[src/rtl/seg_xlate.sv]
module seg_xlate #(
  parameter int ADDR_W   = 32,
  parameter int SEG_BITS = 2
) (
  input  logic              clk,
  input  logic              rst_n,
  input  logic              req_valid,
  input  logic [ADDR_W-1:0] req_vaddr,
  input  logic              req_write,
  input  logic              req_kernel,
  input  logic              cfg_we,
  input  logic              cfg_kernel,
  input  logic [SEG_BITS-1:0] cfg_idx,
  input  logic [ADDR_W-1:0] cfg_base,
  input  logic [ADDR_W-1:0] cfg_limit,
  input  logic              cfg_rd_ok,
  input  logic              cfg_wr_ok,
  input  logic              cfg_valid,
  output logic              rsp_valid,
  output logic [ADDR_W-1:0] rsp_paddr,
  output logic              rsp_fault,
  output logic [1:0]        rsp_cause,
  output logic              cfg_priv_fault
);

  localparam int NSEG  = 1 << SEG_BITS;
  localparam int OFF_W = ADDR_W - SEG_BITS;
  localparam logic [1:0] C_NOSEG = 2'd0;
  localparam logic [1:0] C_BOUND = 2'd1;
  localparam logic [1:0] C_PERM  = 2'd2;

  logic [ADDR_W-1:0] base_q [NSEG];
  logic [ADDR_W-1:0] lim_q  [NSEG];
  logic [NSEG-1:0]   vld_q, rd_q, wr_q;

  wire [SEG_BITS-1:0] seg = req_vaddr[ADDR_W-1 -: SEG_BITS];
  wire [ADDR_W-1:0]   off = {{SEG_BITS{1'b0}}, req_vaddr[OFF_W-1:0]};

  wire miss    = !vld_q[seg];
  wire oob     = off >= lim_q[seg];
  wire no_perm = req_write ? !wr_q[seg] : !rd_q[seg];

  logic              n_fault;
  logic [1:0]        n_cause;
  logic [ADDR_W-1:0] n_paddr;

  always_comb begin
    n_fault = 1'b0;
    n_cause = C_NOSEG;
    n_paddr = '0;
    if (req_kernel) begin
      n_paddr = req_vaddr;
    end else if (miss) begin
      n_fault = 1'b1;
      n_cause = C_NOSEG;
    end else if (oob) begin
      n_fault = 1'b1;
      n_cause = C_BOUND;
    end else if (no_perm) begin
      n_fault = 1'b1;
      n_cause = C_PERM;
    end else begin
      n_paddr = base_q[seg] + off;
    end
  end

  always_ff @(posedge clk or negedge rst_n) begin
    if (!rst_n) begin
      vld_q <= '0;
      rd_q  <= '0;
      wr_q  <= '0;
      for (int i = 0; i < NSEG; i++) begin
        base_q[i] <= '0;
        lim_q[i]  <= '0;
      end
    end else if (cfg_we && cfg_kernel) begin
      vld_q[cfg_idx]  <= cfg_valid;
      rd_q[cfg_idx]   <= cfg_rd_ok;
      wr_q[cfg_idx]   <= cfg_wr_ok;
      base_q[cfg_idx] <= cfg_base;
      lim_q[cfg_idx]  <= cfg_limit;
    end
  end

  always_ff @(posedge clk or negedge rst_n) begin
    if (!rst_n) begin
      rsp_valid      <= 1'b0;
      rsp_fault      <= 1'b0;
      rsp_cause      <= C_NOSEG;
      rsp_paddr      <= '0;
      cfg_priv_fault <= 1'b0;
    end else begin
      rsp_valid      <= req_valid;
      rsp_fault      <= req_valid && n_fault;
      rsp_cause      <= req_valid ? n_cause : C_NOSEG;
      rsp_paddr      <= req_valid ? n_paddr : '0;
      cfg_priv_fault <= cfg_we && !cfg_kernel;
    end
  end

  a_r7_valid_follows: assert property (@(posedge clk) disable iff (!rst_n)
    req_valid |=> rsp_valid);
  a_r7_idle_quiet: assert property (@(posedge clk) disable iff (!rst_n)
    !req_valid |=> !rsp_valid && !rsp_fault && rsp_paddr == '0);
  a_r1_kernel_pass: assert property (@(posedge clk) disable iff (!rst_n)
    req_valid && req_kernel |=> !rsp_fault && rsp_paddr == $past(req_vaddr));
  a_r7_fault_no_addr: assert property (@(posedge clk) disable iff (!rst_n)
    rsp_fault |-> rsp_valid && rsp_paddr == '0);
  a_r6_cause_legal: assert property (@(posedge clk) disable iff (!rst_n)
    rsp_fault |-> rsp_cause != 2'd3);
  a_r7_clean_cause: assert property (@(posedge clk) disable iff (!rst_n)
    !rsp_fault |-> rsp_cause == C_NOSEG);
  a_r8_user_write_ignored: assert property (@(posedge clk) disable iff (!rst_n)
    cfg_we && !cfg_kernel |=> cfg_priv_fault && $stable(vld_q) && $stable(rd_q) && $stable(wr_q));
  a_r8_pulse_only: assert property (@(posedge clk) disable iff (!rst_n)
    !(cfg_we && !cfg_kernel) |=> !cfg_priv_fault);

endmodule

[config.mk]
export PLATFORM = sky130hd
export DESIGN_NAME = seg_xlate
export DESIGN_NICKNAME = d
export VERILOG_FILES = /design/src/rtl/seg_xlate.sv
export SDC_FILE = /design/constraint.sdc
export NUM_CORES = 1
export LEC_CHECK = 0
export ABC_AREA = 1
export BUFFER_PORTS_ARGS = -buffer_cell sky130_fd_sc_hd__buf_2
export CAP_MARGIN = 0
export CORE_ASPECT_RATIO = 0.6
export CORE_MARGIN = 2
export CORE_UTILIZATION = 35
export DETAILED_ROUTE_END_ITERATION = 16
export PLACE_DENSITY = 0.62
export RECOVER_POWER = 100
export SLEW_MARGIN = 15
export SYNTH_ARGS = -nofsm -noshare
export SYNTH_HDL_FRONTEND = slang
export SYNTH_SLANG_ARGS = --single-unit
export TNS_END_PERCENT = 100
[constraint.sdc]
create_clock -name clk -period 2.2 [get_ports clk]
set_input_delay 0 -clock clk [delete_from_list [all_inputs] [get_ports clk]]
set_output_delay 0 -clock clk [all_outputs]
set_load 0.005 [all_outputs]
# After elaboration in Yosys (flattened, before gate mapping)
# Cells that the tools add are included.
dict set report word_totals {
  register_bits 305
  inputBits 108
}
dict set report classes {
  add_sub_neg 1
  n_lt_le_gt_ge 7
  mux 36
  n_bitwise 2
  n_reduce_logical 8
}
# cell n
set op_table {}
lappend op_table {{2-to-1 mux 32 bit} 10}
lappend op_table {{bitwise mux 128 bit} 2}
lappend op_table {{binary-select mux 32 bit (select 2 bit)} 2}
lappend op_table {{demux 32 bit (select 2 bit)} 1}
lappend op_table {{adder 32 x 30 -> 32 bit} 1}
lappend op_table {{>= comparator 30 x 32 -> 1 bit} 1}
lappend op_table {{bitwise mux 4 bit} 3}
lappend op_table {{2-to-1 mux 2 bit} 5}
lappend op_table {{2-to-1 mux 1 bit} 9}
lappend op_table {{binary-select mux 1 bit (select 2 bit)} 3}
lappend op_table {{>= comparator 3 bit (second input constant)} 2}
lappend op_table {{< comparator 2 x 3 -> 1 bit (second input constant)} 2}
lappend op_table {{inverter 2 -> 3 bit} 2}
lappend op_table {{logical AND 1 bit} 5}
lappend op_table {{zero test 1 bit} 3}
lappend op_table {{< comparator 3 x 1 -> 1 bit (second input constant)} 1}
lappend op_table {{demux 1 bit (select 2 bit)} 1}
lappend op_table {{>= comparator 2 x 1 -> 1 bit (second input constant)} 1}

# Logic depth before layout (Yosys ltp)
# Gate-level depths: netlist of run 1.
dict set report depth {
  depth_word 10
  depth_mapped 22
}

# Worst setup path after synthesis of run 1
# OpenSTA, ideal clock, no wires.
dict set report synth_path {
  kind {input -> register}
  from {input port req_vaddr[30]}
  to {register rsp_paddr[28]}
  setup_ns 0.141
  arrival_ns 2.348
  required_ns 2.059
  path_slack_ns -0.289
  cell_stages 19
  path_cell_list {inv_2 -> buf_2 -> buf_2 -> clkbuf_1 -> nor2_1 -> o22ai_1 -> ha_1 -> inv_1 -> fa_1 -> nor2_1 -> o21ai_0 -> nand2_1 -> nand2_1 -> nand2_1 -> nand2_1 -> nand2_1 -> nand2_1 -> nand4_2 -> a21oi_2}
}
dict set report synth_via {
  elab_chain_cells 10
  word_cells_on_any_way 23
}
# element line_no
set synth_rtl {}
lappend synth_rtl {{start, declared} 8} ;# input logic [ADDR_W-1:0] req_vaddr,
lappend synth_rtl {{inverter 2 -> 3 bit (implied by the code)} {40, 63}}
lappend synth_rtl {{binary-select mux 32 bit (select 2 bit)} 63} ;# n_paddr = base_q[seg] + off;
lappend synth_rtl {{2-to-1 mux 32 bit (implied by the code) (2 in series)} 63}
lappend synth_rtl {{adder 32 x 30 -> 32 bit} 63}
lappend synth_rtl {{2-to-1 mux 32 bit} 59} ;# end else if (no_perm) begin
lappend synth_rtl {{2-to-1 mux 32 bit} 56} ;# end else if (oob) begin
lappend synth_rtl {{2-to-1 mux 32 bit *} 53} ;# end else if (miss) begin
lappend synth_rtl {{2-to-1 mux 32 bit *} 51} ;# if (req_kernel) begin
lappend synth_rtl {{2-to-1 mux 32 bit *} 96} ;# rsp_paddr <= req_valid ? n_paddr : '0;
lappend synth_rtl {{end signal, assigned} 96}
lappend synth_rtl {{end, declared} 20} ;# output logic [ADDR_W-1:0] rsp_paddr,
# Mark *: on every way between the ends. The rest lies on a longest branch, timed or not. The select of a mux whose other input is x is not followed.
# A chain may end at the register's enable or synchronous reset.

# Final worst setup path of run 1
dict set report layout_path {
  from {register lim_q[73] (netlist name)}
  to {register rsp_paddr[25]}
}
dict set report layout_via {
  elab_chain_cells 8
}
# element line_no
set layout_rtl {}
lappend layout_rtl {{start, declared} 33} ;# logic [ADDR_W-1:0] lim_q [NSEG];
lappend layout_rtl {{start signal, assigned by index} 81} ;# lim_q[cfg_idx] <= cfg_limit;
lappend layout_rtl {{binary-select mux 32 bit (select 2 bit)} 40} ;# wire oob = off >= lim_q[seg];
lappend layout_rtl {{2-to-1 mux 32 bit (implied by the code) (2 in series)} 40}
lappend layout_rtl {{>= comparator 30 x 32 -> 1 bit} 40}
lappend layout_rtl {{2-to-1 mux 32 bit} 56}
lappend layout_rtl {{2-to-1 mux 32 bit} 53}
lappend layout_rtl {{2-to-1 mux 32 bit} 51}
lappend layout_rtl {{2-to-1 mux 32 bit} 96}
# Every way passes these cells. The select of a mux whose other input is x is not followed.

==> results of run 1 <==
[layout make-up]
class,instances,area (um2)
clock buffer,41,853
clock inverter,16,221
fill,4477,23700
inverter,217,817
multi-input combinational,1465,8110
sequential,305,7630
tap,630,788
timing repair buffer,515,4050
[per-layer routing]
metal,global-route usage [%],up-vias,part of all wire (%)
li1,-,7717,-
met1,33.4,7492,49
met2,33.6,447,43
met3,5.01,67,7.1
met4,3.84,0,1.6
met5,0,-,0
[timing repair]
item                                    CTS  global route
buffers inserted                          3            14
hold buffers                            145             0
pin swaps                                12            56
gates cloned                              1             0
endpoints found under the hold margin   600             0
gates resized for setup                  35           179
endpoints found under the setup margin   35            41
[kinds of logic (layout without fill, tap and decap cells)]
family                   count (synthesis)  after routing  synth area share [%]
buffers and inverters                  331            789                  7.96
flip-flops                             305            305                  46.8
AO/OA/AOI/OAI                          577            577                  18.8
AND/OR/NAND/NOR                        810            810                  20.8
adder cells (fa/ha/maj)                 61             61                  4.73
XOR/XNOR                                16             16                 0.859
multiplexers                             1              1                0.0614
[flip-flops by register name, indices dropped and copies added, names as in the netlist]
register        cells
rd_q                4
rsp_cause           2
vld_q               4
base_q            128
wr_q                4
rsp_paddr          32
rsp_valid           1
cfg_priv_fault      1
rsp_fault           1
lim_q             128
[worst max-delay path: stages, from the launching register on]
cell      delay [ps]
dfrtp_1          380
o21ai_1          110
nor2_1            60
a21oi_2          130
buf_6            140
ha_4             200
nand2_2           60
inv_2             30
o21bai_1         130
a21oi_1          100
nor2_2           230
nand2_4           90
a21oi_4          210
buf_12           190
buf_8            130
nand4_4           70
a21oi_2          140
[per-stage QoR]
stage               worst slack, ps  instances  power (mW)  cell area, um2  util, %
floorplan                     -1.94       2101        9.77           16400        -
global placement               -638       2972        11.9           19300     41.8
CTS                            -345       3178        18.1           22000     47.7
finish                         -264       3189        18.4           22500     48.7
detailed placement             -669       2972        12.0           19300     41.8
global route                   -390       3189        19.6           22500     48.7
[layout by cell type (no fill, tap or decap), types with 4 or more instances in the layout]
cell / netlist / final
a21oi_1: 110 / 81
a21oi_2: 26 / 55
buf_12: 0 / 16
buf_2: 9 / 110
buf_4: 4 / 184
buf_6: 1 / 8
buf_8: 2 / 4
bufinv_16: 0 / 4
clkbuf_1: 94 / 43
clkbuf_16: 0 / 31
clkbuf_2: 0 / 8
clkbuf_8: 0 / 4
dfrtp_1: 305 / 305
dlygate4sd3_1: 0 / 145
ha_1: 60 / 40
ha_4: 0 / 18
inv_1: 215 / 210
inv_2: 2 / 6
nand2_1: 498 / 466
nand2_2: 4 / 33
nand3_1: 38 / 32
nand3_2: 15 / 18
nand3b_1: 5 / 5
nand4_1: 12 / 12
nand4_2: 13 / 11
nor2_1: 211 / 182
nor2_2: 1 / 25
nor2_4: 1 / 6
nor3_1: 8 / 6
o21a_1: 4 / 4
o21ai_0: 396 / 348
o21ai_1: 1 / 41
o21ai_2: 0 / 8
o21bai_1: 5 / 5
o22ai_1: 33 / 26
o22ai_2: 0 / 6
xor2_1: 14 / 11
[power by group through the flow]
stage | clock [mW] | sequential (mW) | combinational (mW)
floorplan | 0 | 7.05 | 2.73
global placement | 0 | 7.14 | 4.76
detailed placement | 0 | 7.17 | 4.86
CTS | 5.74 | 7.08 | 5.29
global route | 6.00 | 7.22 | 6.35
finish | 5.63 | 7.11 | 5.69
[final timing paths]
path,from,end,slack [ps]
setup reg to reg,lim_q[73]$_DFFE_PN0P_,rsp_paddr[25]$_DFF_PN0_,-260
setup / recovery,lim_q[73]$_DFFE_PN0P_,rsp_paddr[25]$_DFF_PN0_,-260
min in group asynchronous,rst_n,lim_q[35]$_DFFE_PN0P_,620
hold / removal,req_vaddr[24],rsp_paddr[24]$_DFF_PN0_,30
hold reg to reg,base_q[55]$_DFFE_PN0P_,base_q[55]$_DFFE_PN0P_,480
max in group asynchronous,rst_n,base_q[86]$_DFFE_PN0P_,190
==> impl_metrics.csv, run 1 <==
group,metric,value,unit
job,maxCapViolCount,1,
yosys,synth_edf_count,0,
pwr,irDropWorstVdd,751,uV
min_path,whs_path_depth,3,
setup_path,critPathMaxFanout,6,
timing,relSlewSlack,-54.4,%
pwr,p_sw_share,32.9,%
detailed_routing,totalWireLength,54200,um
yosys,ys_warn_count,0,
yosys,synth-seq-area-share,46.8,%
pwr,p_switching,6.06,mW
pwr,p_int,12.4,mW
place,io_buffers,144,
timing,fin_crit,2460,ps
cells_and_area,num_antenna_cells,0,
clocking,cts_tree,"yes",
yosys,synth_top_area_share,46.8,%
place,globalplace.congestion,0.969,
yosys,ys_types,37,
clocking,cts_buffers,31,
clocking,cts.clk_slew.worst_paths,70,ps
setup_path,ff2ff_path_depth,16,
detailed_routing,routed-via-count,15700,
detailed_routing,final_antenna_net_count,0,
floorplanning,fp.dieH,171,um
yosys,syn_avg_cell_area,7.76,um2
clocking,cts-root-buf,"clkbuf_16",
setup_path,arrival,2990,ps
timing,skew,11.2,ps
floorplanning,die_w,283,um
pwr,p_leak,10.7,nW
timing,worst_slew_pin_slew,2320,ps
detailed_routing,drcViolationCount,0,
clocking,cts_htree_levels,1,
timing,holdWs,28.1,ps
global_route,grt_pass1_wl,84900,um
floorplanning,die-area,48400,um2
global_route,globalRouteOverflowTotal,0,
detailed_routing,drt_iter0_drc,1158,
detailed_routing,avgViaCountPerCell,4.93,
yosys,syn_inst,2101,
timing,rsz0062_at_grt,"true",
run_status,status,"finished, violations left",
timing,layout_setup_ws,-264,ps
floorplanning,io-pin-count,145,
pwr,power_frac_clock,30.6,%
clocking,clk_path_buf_depth,3,
global_route,grt_max_degree,135,
yosys,synth.area.top_cells,"dfrtp_1 47%, o21ai_0 12%, nand2_1 11%",
clocking,insertion_delay,600,ps
clocking,cts_sinks,305,
timing,max_freq,0.406,GHz
cells_and_area,nNetsFinal,2704,
timing,final.setup.tns,-7840,ps
place,dpl.hpwl,39000,um
setup_path,start_kind,"flop",
setup_path,critPathRequiredTime,2730,ps
yosys,syn_nets,2270,
timing,fin_crit_sh,112,%
run_status,violations,"capacitance limit, slew limit, setup timing",
detailed_routing,dr.pass1.iters,5,
pwr,seqPwrFrac,38.6,%
yosys,netlist_area,16300,um2
pwr,power_density,820,nW/um2
cells_and_area,drive_gt1_share,23.1,%
global_route,antenna_found_initial,0,
pwr,pwr-share-comb,30.9,%
setup_path,end_kind,"flop",
yosys,yosysTopAreaCell,"dfrtp_1",
global_route,grt_pass1_vias,15100,
yosys,synthTopCellsByCount,"498 x nand2_1, 396 x o21ai_0, 305 x dfrtp_1",
yosys,synth_flop_cell,"dfrtp_1",
min_path,hold_class,"primary input to flop",
timing,slew_viol_final,82,
timing,finalSetupViolations,41,
floorplanning,core-area,46200,um2
floorplanning,initial_core_util,35.3,%
yosys,ys_ff_latch,305,
floorplanning,rows,61,
setup_path,critPathKind,"flop to flop",
detailed_routing,wl_per_cell,17.0,um
global_route,grt_usage,22.4,%
cells_and_area,syn_to_final_growth,37.8,%
yosys,synth_most_common_cell,"nand2_1",
yosys,ys_async_sr_fraction,100,%
timing,finalHoldViolations,0,
Power figures use the tool's default switching activity.
==> run 2, diff against run 1 <==
- SKIP_CTS_REPAIR_TIMING: default -> 1
==> impl_metrics.csv, run 2 (synthesis results as in run 1) <==
group,metric,value,unit
global_route,grt_pass1_vias,14400,
clocking,cts_htree_levels,1,
run_status,status,"finished, violations left",
global_route,globalRouteOverflowTotal,0,
timing,rsz0062_at_grt,"true",
detailed_routing,final_antenna_net_count,0,
timing,relSlewSlack,-55.8,%
setup_path,crit_family,"compound AO/OA/AOI/OAI gates",
setup_path,end_kind,"flop",
floorplanning,initial_core_util,35.3,%
global_route,grt_pass1_wl,82200,um
clocking,cts_buffers,31,
timing,finalSetupViolations,35,
place,globalplace.congestion,0.969,
floorplanning,io-pin-count,145,
global_route,grt_usage,21.8,%
detailed_routing,avgViaCountPerCell,4.98,
clocking,cts_tree,"yes",
floorplanning,die_w,283,um
run_status,violations,"hold timing, capacitance limit, slew limit, setup timing",
setup_path,arrival,3120,ps
clocking,clk_path_buf_depth,3,
setup_path,critPathMaxFanout,6,
timing,fin_crit,2590,ps
global_route,grt_max_degree,135,
detailed_routing,routed-via-count,15700,
timing,skew,10.7,ps
global_route,antenna_found_initial,0,
cells_and_area,drive_gt1_share,22.0,%
cells_and_area,final_cell_mix,"480 x nand2_1, 360 x o21ai_0, 305 x dfrtp_1",
timing,slew_viol_final,165,
detailed_routing,drcViolationCount,0,
setup_path,cp_slowest_cell,"dfrtp_1",
clocking,cts.clk_slew.worst_paths,70,ps
setup_path,cpPeakStageDelay,380,ps
clocking,insertion_delay,600,ps
timing,fin_crit_sh,118,%
floorplanning,die-area,48400,um2
pwr,power_density,832,nW/um2
detailed_routing,totalWireLength,53900,um
clocking,cts-root-buf,"clkbuf_16",
cells_and_area,nNetsFinal,2666,
floorplanning,rows,61,
cells_and_area,num_antenna_cells,0,
place,dpl.hpwl,39000,um
setup_path,critPathRequiredTime,2730,ps
setup_path,critPathKind,"flop to flop",
floorplanning,core-area,46200,um2
cells_and_area,fill_cells,4539,
detailed_routing,dr.pass1.iters,5,
clocking,cts_sinks,305,
cells_and_area,layout_commonest_cell,"nand2_1",
pwr,irDropWorstVdd,742,uV
timing,worst_slew_pin_slew,2340,ps
setup_path,start_kind,"flop",
cells_and_area,reg.largest.list,"base_q (128), lim_q (128), rsp_paddr (32)",
setup_path,worstPathCellList,"o21ai_1 -> nor2_1 -> a21oi_2 -> buf_6 -> ha_4 -> nand2_2 -> inv_2 -> o21bai_1 -> a21oi_1 -> nor2_2 -> nand2_2 -> a21oi_4 -> buf_12 -> buf_4 -> nand4_2 -> a21oi_2",
setup_path,cp_num_buf_inv,4,
timing,finalHoldViolations,4,
timing,max_freq,0.386,GHz
timing,layout_setup_ws,-389,ps
timing,holdWs,-17.0,ps
cells_and_area,postLayoutCellArea,21900,um2
floorplanning,fp.dieH,171,um
place,io_buffers,144,
cells_and_area,syn_to_final_growth,34.3,%
job,maxCapViolCount,2,
place,place_ws,-669,ps
detailed_routing,drt_iter0_drc,1181,
cells_and_area,utilization,47.4,%
place,dpl_cell_area,19300,um2
min_path,hold_class,"primary input to flop",
detailed_routing,wl_per_cell,17.1,um
pwr,p_leak,10.6,nW
-- run 2: final timing paths --
kind	start	to	depth (start not counted)	slack [ps]
setup / recovery	lim_q[73]$_DFFE_PN0P_	rsp_paddr[26]$_DFF_PN0_	16	-390
hold / removal	cfg_idx[0]	lim_q[22]$_DFFE_PN0P_	5	-20
setup reg to reg	lim_q[73]$_DFFE_PN0P_	rsp_paddr[26]$_DFF_PN0_	16	-390
hold reg to reg	base_q[54]$_DFFE_PN0P_	base_q[54]$_DFFE_PN0P_	2	480
max in group asynchronous	rst_n	base_q[86]$_DFFE_PN0P_	2	170
min in group asynchronous	rst_n	lim_q[35]$_DFFE_PN0P_	2	620
-- run 2: metal layers --
| metal | vias to the layer above | GRT usage [%] | routed length, um |
|---|---|---|---|
| li1 | 7634 | - | - |
| met1 | 7520 | 33.2 | 26800 |
| met2 | 468 | 32.0 | 22900 |
| met3 | 59 | 4.43 | 3290 |
| met4 | 0 | 4.00 | 878 |
| met5 | - | 0 | 0 |
-- run 2: worst min-delay path: cells and delay by family --
kind / cells / cell delay [ps]
buffers and inverters: 1 / 120
AND/OR/NAND/NOR: 3 / 340
AO/OA/AOI/OAI: 1 / 60
-- run 2: final cells by class --
cell class | count | area (um2) | share of cell area, %
clock buffer | 41 | 853 | 3.90
clock inverter | 16 | 221 | 1.01
inverter | 217 | 817 | 3.73
multi-input combinational | 1465 | 7880 | 36.0
sequential | 305 | 7630 | 34.9
tap | 630 | 788 | 3.60
timing repair buffer | 477 | 3700 | 16.9
-- run 2: through the flow --
stage	TNS, ps	instances	total power, mW
2_1_floorplan	-1.94	2101	9.77
3_3_place_gp	-20890	2972	11.9
3_5_place_dp	-21620	2972	12.0
4_1_cts	-21310	3029	17.7
5_1_grt	-32160	3151	19.3
6_report	-11670	3151	18.2
-- run 2: where the power goes --
| group | total [mW] | internal, mW | switching, mW |
|---|---|---|---|
| Clock | 5.64 | 3.23 | 2.41 |
| Combinational | 5.48 | 2.40 | 3.08 |
| Sequential | 7.10 | 6.61 | 0.494 |
